<file path="src/rtl/sfq_pkg.sv">
package sfq_pkg;
    localparam int unsigned WORD_W = 16;
    localparam int unsigned Q_DEPTH = 8;

    typedef enum logic [2:0] {
        A_RXDATA = 3'd0,
        A_TXDATA = 3'd1,
        A_STATUS = 3'd2,
        A_FILL   = 3'd3,
        A_DMA    = 3'd4
    } reg_addr_e;

    localparam int unsigned ST_TE = 0;
    localparam int unsigned ST_TH = 1;
    localparam int unsigned ST_TF = 2;
    localparam int unsigned ST_RR = 3;
    localparam int unsigned ST_RH = 4;
    localparam int unsigned ST_RF = 5;
    localparam int unsigned ST_RO = 6;
    localparam int unsigned ST_BO = 7;

    typedef enum logic {
        STK_CLEAR = 1'b0,
        STK_HELD  = 1'b1
    } sticky_state_e;
endpackage

</file>
<file path="src/rtl/sfq_fifo.sv">
module sfq_fifo #(
    parameter int unsigned WIDTH = 16,
    parameter int unsigned DEPTH = 8,
    localparam int unsigned AW = (DEPTH > 1) ? $clog2(DEPTH) : 1,
    localparam int unsigned CW = $clog2(DEPTH + 1)
) (
    input  logic             clk,
    input  logic             rst_n,
    input  logic             push,
    input  logic [WIDTH-1:0] push_data,
    input  logic             pop,
    output logic [WIDTH-1:0] head,
    output logic [CW-1:0]    count
);
    logic [WIDTH-1:0] mem [DEPTH];
    logic [AW-1:0]    wr_ptr;
    logic [AW-1:0]    rd_ptr;
    logic             push_ok;
    logic             pop_ok;

    assign push_ok = push && (count != CW'(DEPTH));
    assign pop_ok  = pop && (count != '0);
    assign head    = mem[rd_ptr];

    always_ff @(posedge clk) begin
        if (push_ok) begin
            mem[wr_ptr] <= push_data;
        end
    end

    always_ff @(posedge clk or negedge rst_n) begin
        if (!rst_n) begin
            wr_ptr <= '0;
            rd_ptr <= '0;
            count  <= '0;
        end else begin
            if (push_ok) begin
                wr_ptr <= (wr_ptr == AW'(DEPTH - 1)) ? '0 : wr_ptr + 1'b1;
            end
            if (pop_ok) begin
                rd_ptr <= (rd_ptr == AW'(DEPTH - 1)) ? '0 : rd_ptr + 1'b1;
            end
            unique case ({push_ok, pop_ok})
                2'b10:   count <= count + 1'b1;
                2'b01:   count <= count - 1'b1;
                default: count <= count;
            endcase
        end
    end
endmodule

</file>
<file path="src/rtl/sfq_sticky.sv">
module sfq_sticky
    import sfq_pkg::*;
(
    input  logic clk,
    input  logic rst_n,
    input  logic set_evt,
    input  logic clr_req,
    output logic flag
);
    sticky_state_e state_q;
    sticky_state_e state_d;

    always_ff @(posedge clk or negedge rst_n) begin
        if (!rst_n) begin
            state_q <= STK_CLEAR;
        end else begin
            state_q <= state_d;
        end
    end

    always_comb begin
        state_d = state_q;
        unique case (state_q)
            STK_CLEAR: if (set_evt) state_d = STK_HELD;
            STK_HELD:  if (clr_req && !set_evt) state_d = STK_CLEAR;
            default:   state_d = STK_CLEAR;
        endcase
    end

    always_comb begin
        flag = (state_q == STK_HELD);
    end
endmodule

</file>
<file path="src/rtl/sfq_req_map.sv">
module sfq_req_map
    import sfq_pkg::*;
#(
    parameter int unsigned DEPTH = 8,
    localparam int unsigned CW = $clog2(DEPTH + 1),
    localparam int unsigned HALF = DEPTH / 2
) (
    input  logic [CW-1:0] tx_cnt,
    input  logic [CW-1:0] rx_cnt,
    input  logic          rx_ovf,
    input  logic          bit_ovf,
    input  logic [7:0]    irq_en,
    input  logic [3:0]    dma_en,
    output logic [7:0]    status,
    output logic [3:0]    dma_flags,
    output logic          irq,
    output logic [3:0]    dma_req
);
    always_comb begin
        status        = '0;
        status[ST_TE] = (tx_cnt == '0);
        status[ST_TH] = (tx_cnt <= CW'(HALF));
        status[ST_TF] = (tx_cnt == CW'(DEPTH));
        status[ST_RR] = (rx_cnt != '0);
        status[ST_RH] = (rx_cnt >= CW'(HALF));
        status[ST_RF] = (rx_cnt == CW'(DEPTH));
        status[ST_RO] = rx_ovf;
        status[ST_BO] = bit_ovf;
    end

    assign dma_flags = {status[ST_TH], status[ST_TE], status[ST_RF], status[ST_RH]};
    assign irq       = |(status & irq_en);
    assign dma_req   = dma_flags & dma_en;
endmodule

</file>
<file path="src/rtl/spi_buffer_flags.sv">
module spi_buffer_flags
    import sfq_pkg::*;
#(
    parameter int unsigned DEPTH = Q_DEPTH,
    parameter int unsigned WIDTH = WORD_W,
    localparam int unsigned CW = $clog2(DEPTH + 1)
) (
    input  logic             clk,
    input  logic             rst_n,
    input  logic [2:0]       reg_addr,
    input  logic             reg_wr,
    input  logic             reg_rd,
    input  logic [15:0]      reg_wdata,
    output logic [15:0]      reg_rdata,
    input  logic             eng_rx_push,
    input  logic [WIDTH-1:0] eng_rx_data,
    input  logic             eng_tx_pop,
    output logic [WIDTH-1:0] eng_tx_data,
    output logic             eng_tx_valid,
    input  logic             eng_bitcnt_ovf,
    output logic             irq,
    output logic [3:0]       dma_req
);
    logic [CW-1:0]    tx_cnt;
    logic [CW-1:0]    rx_cnt;
    logic [WIDTH-1:0] rx_head;
    logic [7:0]       irq_en_q;
    logic [3:0]       dma_en_q;
    logic [7:0]       status_w;
    logic [3:0]       dma_flags_w;
    logic             rx_ovf;
    logic             bit_ovf;
    logic             tx_wr;
    logic             rx_rd;
    logic             stat_wr;
    logic             dma_wr;
    logic             ro_set;

    assign tx_wr   = reg_wr && (reg_addr == A_TXDATA);
    assign rx_rd   = reg_rd && (reg_addr == A_RXDATA);
    assign stat_wr = reg_wr && (reg_addr == A_STATUS);
    assign dma_wr  = reg_wr && (reg_addr == A_DMA);
    assign ro_set  = eng_rx_push && (rx_cnt == CW'(DEPTH));

    sfq_fifo #(.WIDTH(WIDTH), .DEPTH(DEPTH)) u_txq (
        .clk       (clk),
        .rst_n     (rst_n),
        .push      (tx_wr),
        .push_data (reg_wdata[WIDTH-1:0]),
        .pop       (eng_tx_pop),
        .head      (eng_tx_data),
        .count     (tx_cnt)
    );

    sfq_fifo #(.WIDTH(WIDTH), .DEPTH(DEPTH)) u_rxq (
        .clk       (clk),
        .rst_n     (rst_n),
        .push      (eng_rx_push),
        .push_data (eng_rx_data),
        .pop       (rx_rd),
        .head      (rx_head),
        .count     (rx_cnt)
    );

    sfq_sticky u_ro (
        .clk     (clk),
        .rst_n   (rst_n),
        .set_evt (ro_set),
        .clr_req (stat_wr && !reg_wdata[ST_RO]),
        .flag    (rx_ovf)
    );

    sfq_sticky u_bo (
        .clk     (clk),
        .rst_n   (rst_n),
        .set_evt (eng_bitcnt_ovf),
        .clr_req (stat_wr && !reg_wdata[ST_BO]),
        .flag    (bit_ovf)
    );

    sfq_req_map #(.DEPTH(DEPTH)) u_map (
        .tx_cnt    (tx_cnt),
        .rx_cnt    (rx_cnt),
        .rx_ovf    (rx_ovf),
        .bit_ovf   (bit_ovf),
        .irq_en    (irq_en_q),
        .dma_en    (dma_en_q),
        .status    (status_w),
        .dma_flags (dma_flags_w),
        .irq       (irq),
        .dma_req   (dma_req)
    );

    always_ff @(posedge clk or negedge rst_n) begin
        if (!rst_n) begin
            irq_en_q <= '0;
            dma_en_q <= '0;
        end else begin
            if (stat_wr) irq_en_q <= reg_wdata[15:8];
            if (dma_wr)  dma_en_q <= reg_wdata[15:12];
        end
    end

    assign eng_tx_valid = (tx_cnt != '0);

    always_comb begin
        reg_rdata = '0;
        unique case (reg_addr)
            A_RXDATA: if (rx_cnt != '0) reg_rdata = 16'(rx_head);
            A_STATUS: reg_rdata = {irq_en_q, status_w};
            A_FILL:   reg_rdata = {8'h00, 4'(rx_cnt), 4'(tx_cnt)};
            A_DMA:    reg_rdata = {dma_en_q, 4'h0, dma_flags_w, 4'h0};
            default:  reg_rdata = '0;
        endcase
    end
endmodule

</file>
<file path="config.mk">
export PLATFORM = sky130hd
export DESIGN_NAME = spi_buffer_flags
export DESIGN_NICKNAME = d
export VERILOG_FILES = /design/src/rtl/sfq_pkg.sv /design/src/rtl/sfq_fifo.sv /design/src/rtl/sfq_sticky.sv /design/src/rtl/sfq_req_map.sv /design/src/rtl/spi_buffer_flags.sv
export SDC_FILE = /design/constraint.sdc
export NUM_CORES = 1
export LEC_CHECK = 0
export ABC_AREA = 1
export BUFFER_PORTS_ARGS = -buffer_cell sky130_fd_sc_hd__buf_4
export CAP_MARGIN = 20
export CORE_AREA = 4 4 159 177
export CTS_BUF_LIST = sky130_fd_sc_hd__clkbuf_16
export CTS_CLUSTER_DIAMETER = 100
export CTS_CLUSTER_SIZE = 16
export DETAILED_ROUTE_END_ITERATION = 7
export DIE_AREA = 0 0 163 181
export PLACE_DENSITY = 0.61
export SLEW_MARGIN = 20
export SYNTH_ARGS = -nofsm -noshare
export SYNTH_HDL_FRONTEND = slang
export SYNTH_SLANG_ARGS = --single-unit
</file>
<file path="constraint.sdc">
create_clock -name clk -period 4.6 [get_ports clk]
set_clock_uncertainty 0.2 [all_clocks]
set_input_delay 0.23 -clock clk [delete_from_list [all_inputs] [get_ports clk]]
set_output_delay 0.23 -clock clk [all_outputs]
set_load 0.005 [all_outputs]
</file>
Word-level counts from Yosys, hierarchy flattened
Memories as Yosys holds them, arrays and structs flattened.
Cells that the tools add are included.
{ "op_classes": {"n_addsub": 8, "n_lt_le_gt_ge": 2, "eq_ne": 16, "n_mux": 18, "bitwise": 4, "n_reduce_logical": 24} }
{ "op_table": {"columns": ["operator", "n"], "rows": [
  ["case mux 16 bit (4 select lines)", 1],
  ["2-to-1 mux 16 bit", 1],
  ["case mux 4 bit (2 select lines)", 2],
  ["equality test 3 bit (second input constant)", 5],
  ["logical AND 1 bit", 13],
  ["adder 3 x 1 -> 3 bit (second input constant)", 4],
  ["2-to-1 mux 3 bit", 4],
  ["adder 4 x 1 -> 4 bit (second input constant)", 2],
  ["AND 8 bit", 1],
  ["equality test 4 bit (second input constant)", 2],
  ["2-to-1 mux 1 bit", 8],
  ["!= test 4 bit (second input constant)", 2],
  ["nonzero test 4 bit", 2],
  ["OR reduction 8 bit", 1],
  ["subtractor 4 x 1 -> 4 bit (second input constant)", 2],
  ["equality test 3 x 2 -> 1 bit (second input constant)", 2],
  ["AND 4 bit", 1],
  ["equality test 2 x 1 -> 1 bit (second input constant)", 2],
  ["equality test 2 bit (second input constant)", 2],
  ["greater-or-equal comparator 4 x 3 -> 1 bit (second input constant)", 1],
  ["<= comparator 4 x 3 -> 1 bit (second input constant)", 1],
  ["logical NOT 1 bit", 4],
  ["logical NOT 4 bit", 1],
  ["case mux 1 bit (2 select lines)", 2],
  ["other kinds (4)", 6]
]} }
{ "word_totals": {"register_bits": 34, "ram_bits": 256, "in_bits": 42, "output_inout_bits": 38, "word_cells": 84, "n_memories": 2} }
{ "mem_list": {"columns": ["name", "depth", "width", "rd", "rd_clocked_by_memory_dff", "wr", "line", "text"], "rows": [
  ["u_rxq.mem", 8, 16, 1, 0, 1, "sfq_fifo.sv:15", "logic [WIDTH-1:0] mem [DEPTH];"],
  ["u_txq.mem", 8, 16, 1, 0, 1, "sfq_fifo.sv:15", null]
]} }

Longest topological paths before layout
{ "logic_depth": {"depth_word": 6, "mapped_depth": 15, "mapped_depth_nobuf": 14} }

Modules after synthesis
From an unflattened synthesis, not the netlist that was laid out.
{ "hier_totals": {"cells_unflattened": 1482, "area_unflattened_um2": 13549.2} }
{ "by_module_without_submodules": {"columns": ["module", "n_inst", "cells_each", "area_per_inst_um2", "seq_area_each_um2"], "rows": [
  ["sfq_fifo", 2, 638, 6119.6, 4093.9],
  ["spi_buffer_flags", 1, 149, 1008.5, 300.3],
  ["sfq_req_map", 1, 47, 221.5, 0.0],
  ["sfq_sticky", 2, 5, 40.0, 25.0]
]} }

Least setup slack after synthesis
OpenSTA, ideal clock, no wires.
{ "synth_path": {"kind": "register to register", "start": "reg u_txq.count[3]", "end": "mem u_txq.mem[6][0] (enable)", "setup_time_ns": 0.409, "arrival_ns": 2.035, "t_required_ns": 3.991, "setup_slack_ns": 1.956, "path_stages_with_launch": 6, "path_buffers": 2, "synth_period_minus_slack_ns": 2.644, "cell_sequence": "dfrtp_1 buf_2 nand3_1 nand3_2 buf_2 nor3_1"} }
{ "synth_between": {"elab_chain_cells": 4} }
{ "synth_rtl": {"columns": ["element", "line", "text"], "rows": [
  ["from (decl)", "sfq_fifo.sv:13", "output logic [CW-1:0] count"],
  ["from (signal assigned)", "sfq_fifo.sv:44", "2'b10: count <= count + 1'b1;"],
  ["from (signal assigned)", "sfq_fifo.sv:45", "2'b01: count <= count - 1'b1;"],
  ["from (signal assigned)", "sfq_fifo.sv:46", "default: count <= count;"],
  ["!= test 4 bit", "sfq_fifo.sv:21", "assign push_ok = push && (count != CW'(DEPTH));"],
  ["logical AND 1 bit", "sfq_fifo.sv:21", null],
  ["2-to-1 mux 1 bit", "sfq_fifo.sv:26", "if (push_ok) begin"],
  ["2-to-1 mux 1 bit (implied by the code)", "sfq_fifo.sv:27", "mem[wr_ptr] <= push_data;"],
  ["to (decl)", "sfq_fifo.sv:15", null]
]} }
No other way between the ends.

Final worst setup path
{ "layout_path": {"start": "reg u_rxq.rd_ptr[0]", "end": "out reg_rdata[5]"} }
{ "layout_between": {"elab_chain_cells": 3} }
{ "layout_rtl": {"columns": ["element", "line", "text"], "rows": [
  ["from (decl)", "sfq_fifo.sv:17", "logic [AW-1:0] rd_ptr;"],
  ["from (signal assigned)", "sfq_fifo.sv:41", "rd_ptr <= (rd_ptr == AW'(DEPTH - 1)) ? '0 : rd_ptr + 1'b1;"],
  ["memory (8 x 16 bit)", null, null],
  ["2-to-1 mux 16 bit", "spi_buffer_flags.sv:109", "A_RXDATA: if (rx_cnt != '0) reg_rdata = 16'(rx_head);"],
  ["case mux 16 bit (4 select lines)", "spi_buffer_flags.sv:108", "unique case (reg_addr)"],
  ["to (decl)", "spi_buffer_flags.sv:14", "output logic [15:0] reg_rdata,"]
]} }
No other way between the ends.

==> impl_metrics.csv <==
group,metric,value,unit
status,outcome,"completed",
floorplan,io_pins,80,
finish,num-nets-final,1185,
power,p_int,0.00500,W
floorplan,die-area,29500,sq um
worst_setup_path,critPathLaunchType,"flop",
yosys,synth_fp_nets,1069,
floorplan,die_h,181,um
hold_path,hold_class,"primary input to async pin",
yosys,synth_top_area_share,62.9,%
yosys,yosysWarnings,0,
worst_setup_path,cp.required,4170,ps
power,switching_power,0.00262,W
global_routing,grt_start_max_net_pins,71,
power,peakVddDrop,0.315,mV
timing,clock.fmax,0.335,GHz
timing,final-setup-viol-count,0,
finish,multiInputGateArea,3190,sq um
power,powerDensity,535,nW/um^2
power,p_leak,5.49,nW
yosys,ys.flop_type,"edfxtp_1",
finish,ff_latch_area,8540,sq um
yosys,yosysMostFrequentCell,"edfxtp_1",
timing,fin_crit,2990,ps
power,p_comb_share,31.6,%
global_routing,overflow,0,
timing,min_period_over_period,64.9,%
floorplan,chipWidth,163,um
clock_network,ctsHoldBuffers,40,
route,post_drt_wl_per_cell,18.0,um
timing,hold_viol,0,
floorplan,core_area,26500,sq um
timing,grt_setup_unrepaired,"no",
timing,tightest_slew,878,ps
route,routed_via_density,5.15,
global_routing,grt_first_pass_wirelength,42000,um
timing,slew_violations,0,
timing,relSlewSlack,41.4,%
power,clkPwrFrac,23.3,%
clock_network,clk_path_buf_depth,3,
route,dr.first_iter.drc_count,524,
flow_run,maxCapViolCount,0,
finish,fin_util,53.8,%
power,p_sw_share,34.3,%
route,vias,7730,
clock_network,cts-root-buf,"clkbuf_16",
yosys,synth_common_cells,"256 x edfxtp_1, 171 x nand2_1, 127 x nor2_1",
global_routing,antenna_found_initial,0,
clock_network,cts_inserted_buffers,22,
global_routing,track_usage,18.2,%
route,firstDrtPassIters,5,
clock_network,cts_tree,"built",
yosys,ys_seq_elements,290,
placement,gp_congestion,0.778,
worst_setup_path,endpoint_kind,"output pin",
yosys,ys_types,38,
placement,dpl.hpwl,16500,um
clock_network,cts.sinks,290,
finish,drive_gt1_share,13.6,%
route,wl,27000,um
yosys,yosysSeqAreaShare,69.8,%
yosys,syn_area,12200,sq um
worst_setup_path,crit_fanout,61,
global_routing,first_global_vias,7504,
yosys,syn-instance-count,1013,
floorplan,num_rows,63,
yosys,avgSynthCellArea,12.1,sq um
worst_setup_path,cp.arrival,2560,ps
route,post-route-drc-count,0,
clock_network,cts_setup_buffers,0,
placement,portBuffers,79,
finish,stdcell_count,1502,
finish,nFillCells,2314,
finish,syn_to_final_growth,16.6,%
clock_network,cts_max_level,1,
route,ant_nets,0,
timing,fin_tns_setup,0,ps
yosys,synth-edff-count,256,
clock_network,cts-resized-gates,0,
finish,n_antenna_cell,0,
yosys,yosys.area.top_type,"edfxtp_1",
clock_network,clk_pin_slew,70,ps
power,power_frac_seq,45.1,%
worst_setup_path,crit_type,"flop to output pin",
yosys,synthArstFlopShare,11.7,%
clock_network,worstSkewPairLatency,510,ps
placement,post-place-cells,1422,
floorplan,start_util,46.2,%
yosys,netlist_top_cells_area,"edfxtp_1 63%, dfrtp_1 7.0%, nand2_1 5.3%, nor2_1 3.9%, o21ai_0 3.4%",
final timing paths:
check,startpoint,to,slack (ps),cells past startpoint
worst max-delay path,u_rxq.rd_ptr[0],reg_rdata[5],1610,6
worst max register to register,u_txq.count[1],u_txq.count[2],2100,11
max in group asynchronous,rst_n,u_txq.rd_ptr[1],3840,2
worst min-delay path,rst_n,u_rxq.count[1],7,2
worst min register to register,irq_en_q[7],irq_en_q[7],300,2
min in group clk,reg_addr[0],u_rxq.rd_ptr[1],30,5
layout make-up:
class,instances,area share [%]
Tap cell,357,3.14
Timing Repair Buffer,140,8.08
Clock inverter,17,0.536
Multi-Input combinational cell,605,22.4
Clock buffer,23,4.04
Sequential cell,290,60.0
Inverter,70,1.89
stage by stage:
| step | hold slack (ps) | power (W) | area [sq um] | setup WS [ps] |
|---|---|---|---|---|
| 6_report | 7.38 | 0.00762 | 14200 | 1610 |
| 5_1_grt | 53.2 | 0.00814 | 14200 | 1410 |
| 4_1_cts | 8.64 | 0.00771 | 14200 | 1600 |
| 3_5_place_dp | 15.8 | 0.00591 | 13200 | 2060 |
| 3_3_place_gp | 14.1 | 0.00586 | 13200 | 2100 |
| 2_1_floorplan | -266 | 0.00508 | 12200 | 1960 |
registers in the layout (all words and copies together) (netlist names):
name and count:
u_rxq.mem 128, u_txq.mem 128, irq_en_q 8, dma_en_q 4, u_rxq.count 4, u_txq.count 4
u_rxq.rd_ptr 3, u_rxq.wr_ptr 3, u_txq.rd_ptr 3, u_txq.wr_ptr 3, u_bo.flag 1, u_ro.flag 1
cell families (layout without fill, tap and decap cells):
kind of cell             after synthesis  in the layout  share of synthesized area [%]
AND/OR/NAND/NOR                      354            354                           11.8
flip-flops                           290            290                           69.8
AO/OA/AOI/OAI                        196            196                           9.09
buffers and inverters                118            250                           4.41
multiplexers                          35             35                           2.99
adder cells (fa/ha/maj)               14             14                           1.43
XOR/XNOR                               6              6                          0.430
critical path, stage by stage, from the launching register on:
cell and delay, ps:
dfrtp_2 370, clkinv_2 660, o21ai_0 460, o211ai_1 130, nand3_1 150, nand2_1 100
buf_4 150
power groups by stage:
stage	Clock (W)	Combinational (W)	Sequential, W
after detailed placement	0	0.00241	0.00350
final	0.00177	0.00241	0.00344
after global routing	0.00192	0.00273	0.00348
after CTS	0.00182	0.00245	0.00344
after global placement	0	0.00237	0.00349
after floorplan	0	0.00176	0.00333
layout by cell type, fill, tap and decap left out, types with 23 or more instances in the layout:
cell / Yosys / final
o22ai_1: 39 / 39
nand2_1: 171 / 171
buf_4: 6 / 100
mux2i_1: 32 / 32
nor2_1: 127 / 127
o21ai_1: 27 / 27
clkbuf_16: 0 / 23
inv_1: 60 / 76
o211ai_1: 24 / 24
edfxtp_1: 256 / 256
nand3_1: 35 / 35
dfrtp_1: 34 / 31
o21ai_0: 83 / 83
dlygate4sd3_1: 0 / 40
metal layers:
layer	part of all wire (%)	track usage, %	up-vias
met1	43	23.8	3717
met4	2.5	4.93	0
li1	-	-	3819
met2	51	32.2	150
met5	0	0	-
met3	3.9	2.08	44
Power figures use the tool's default switching activity.
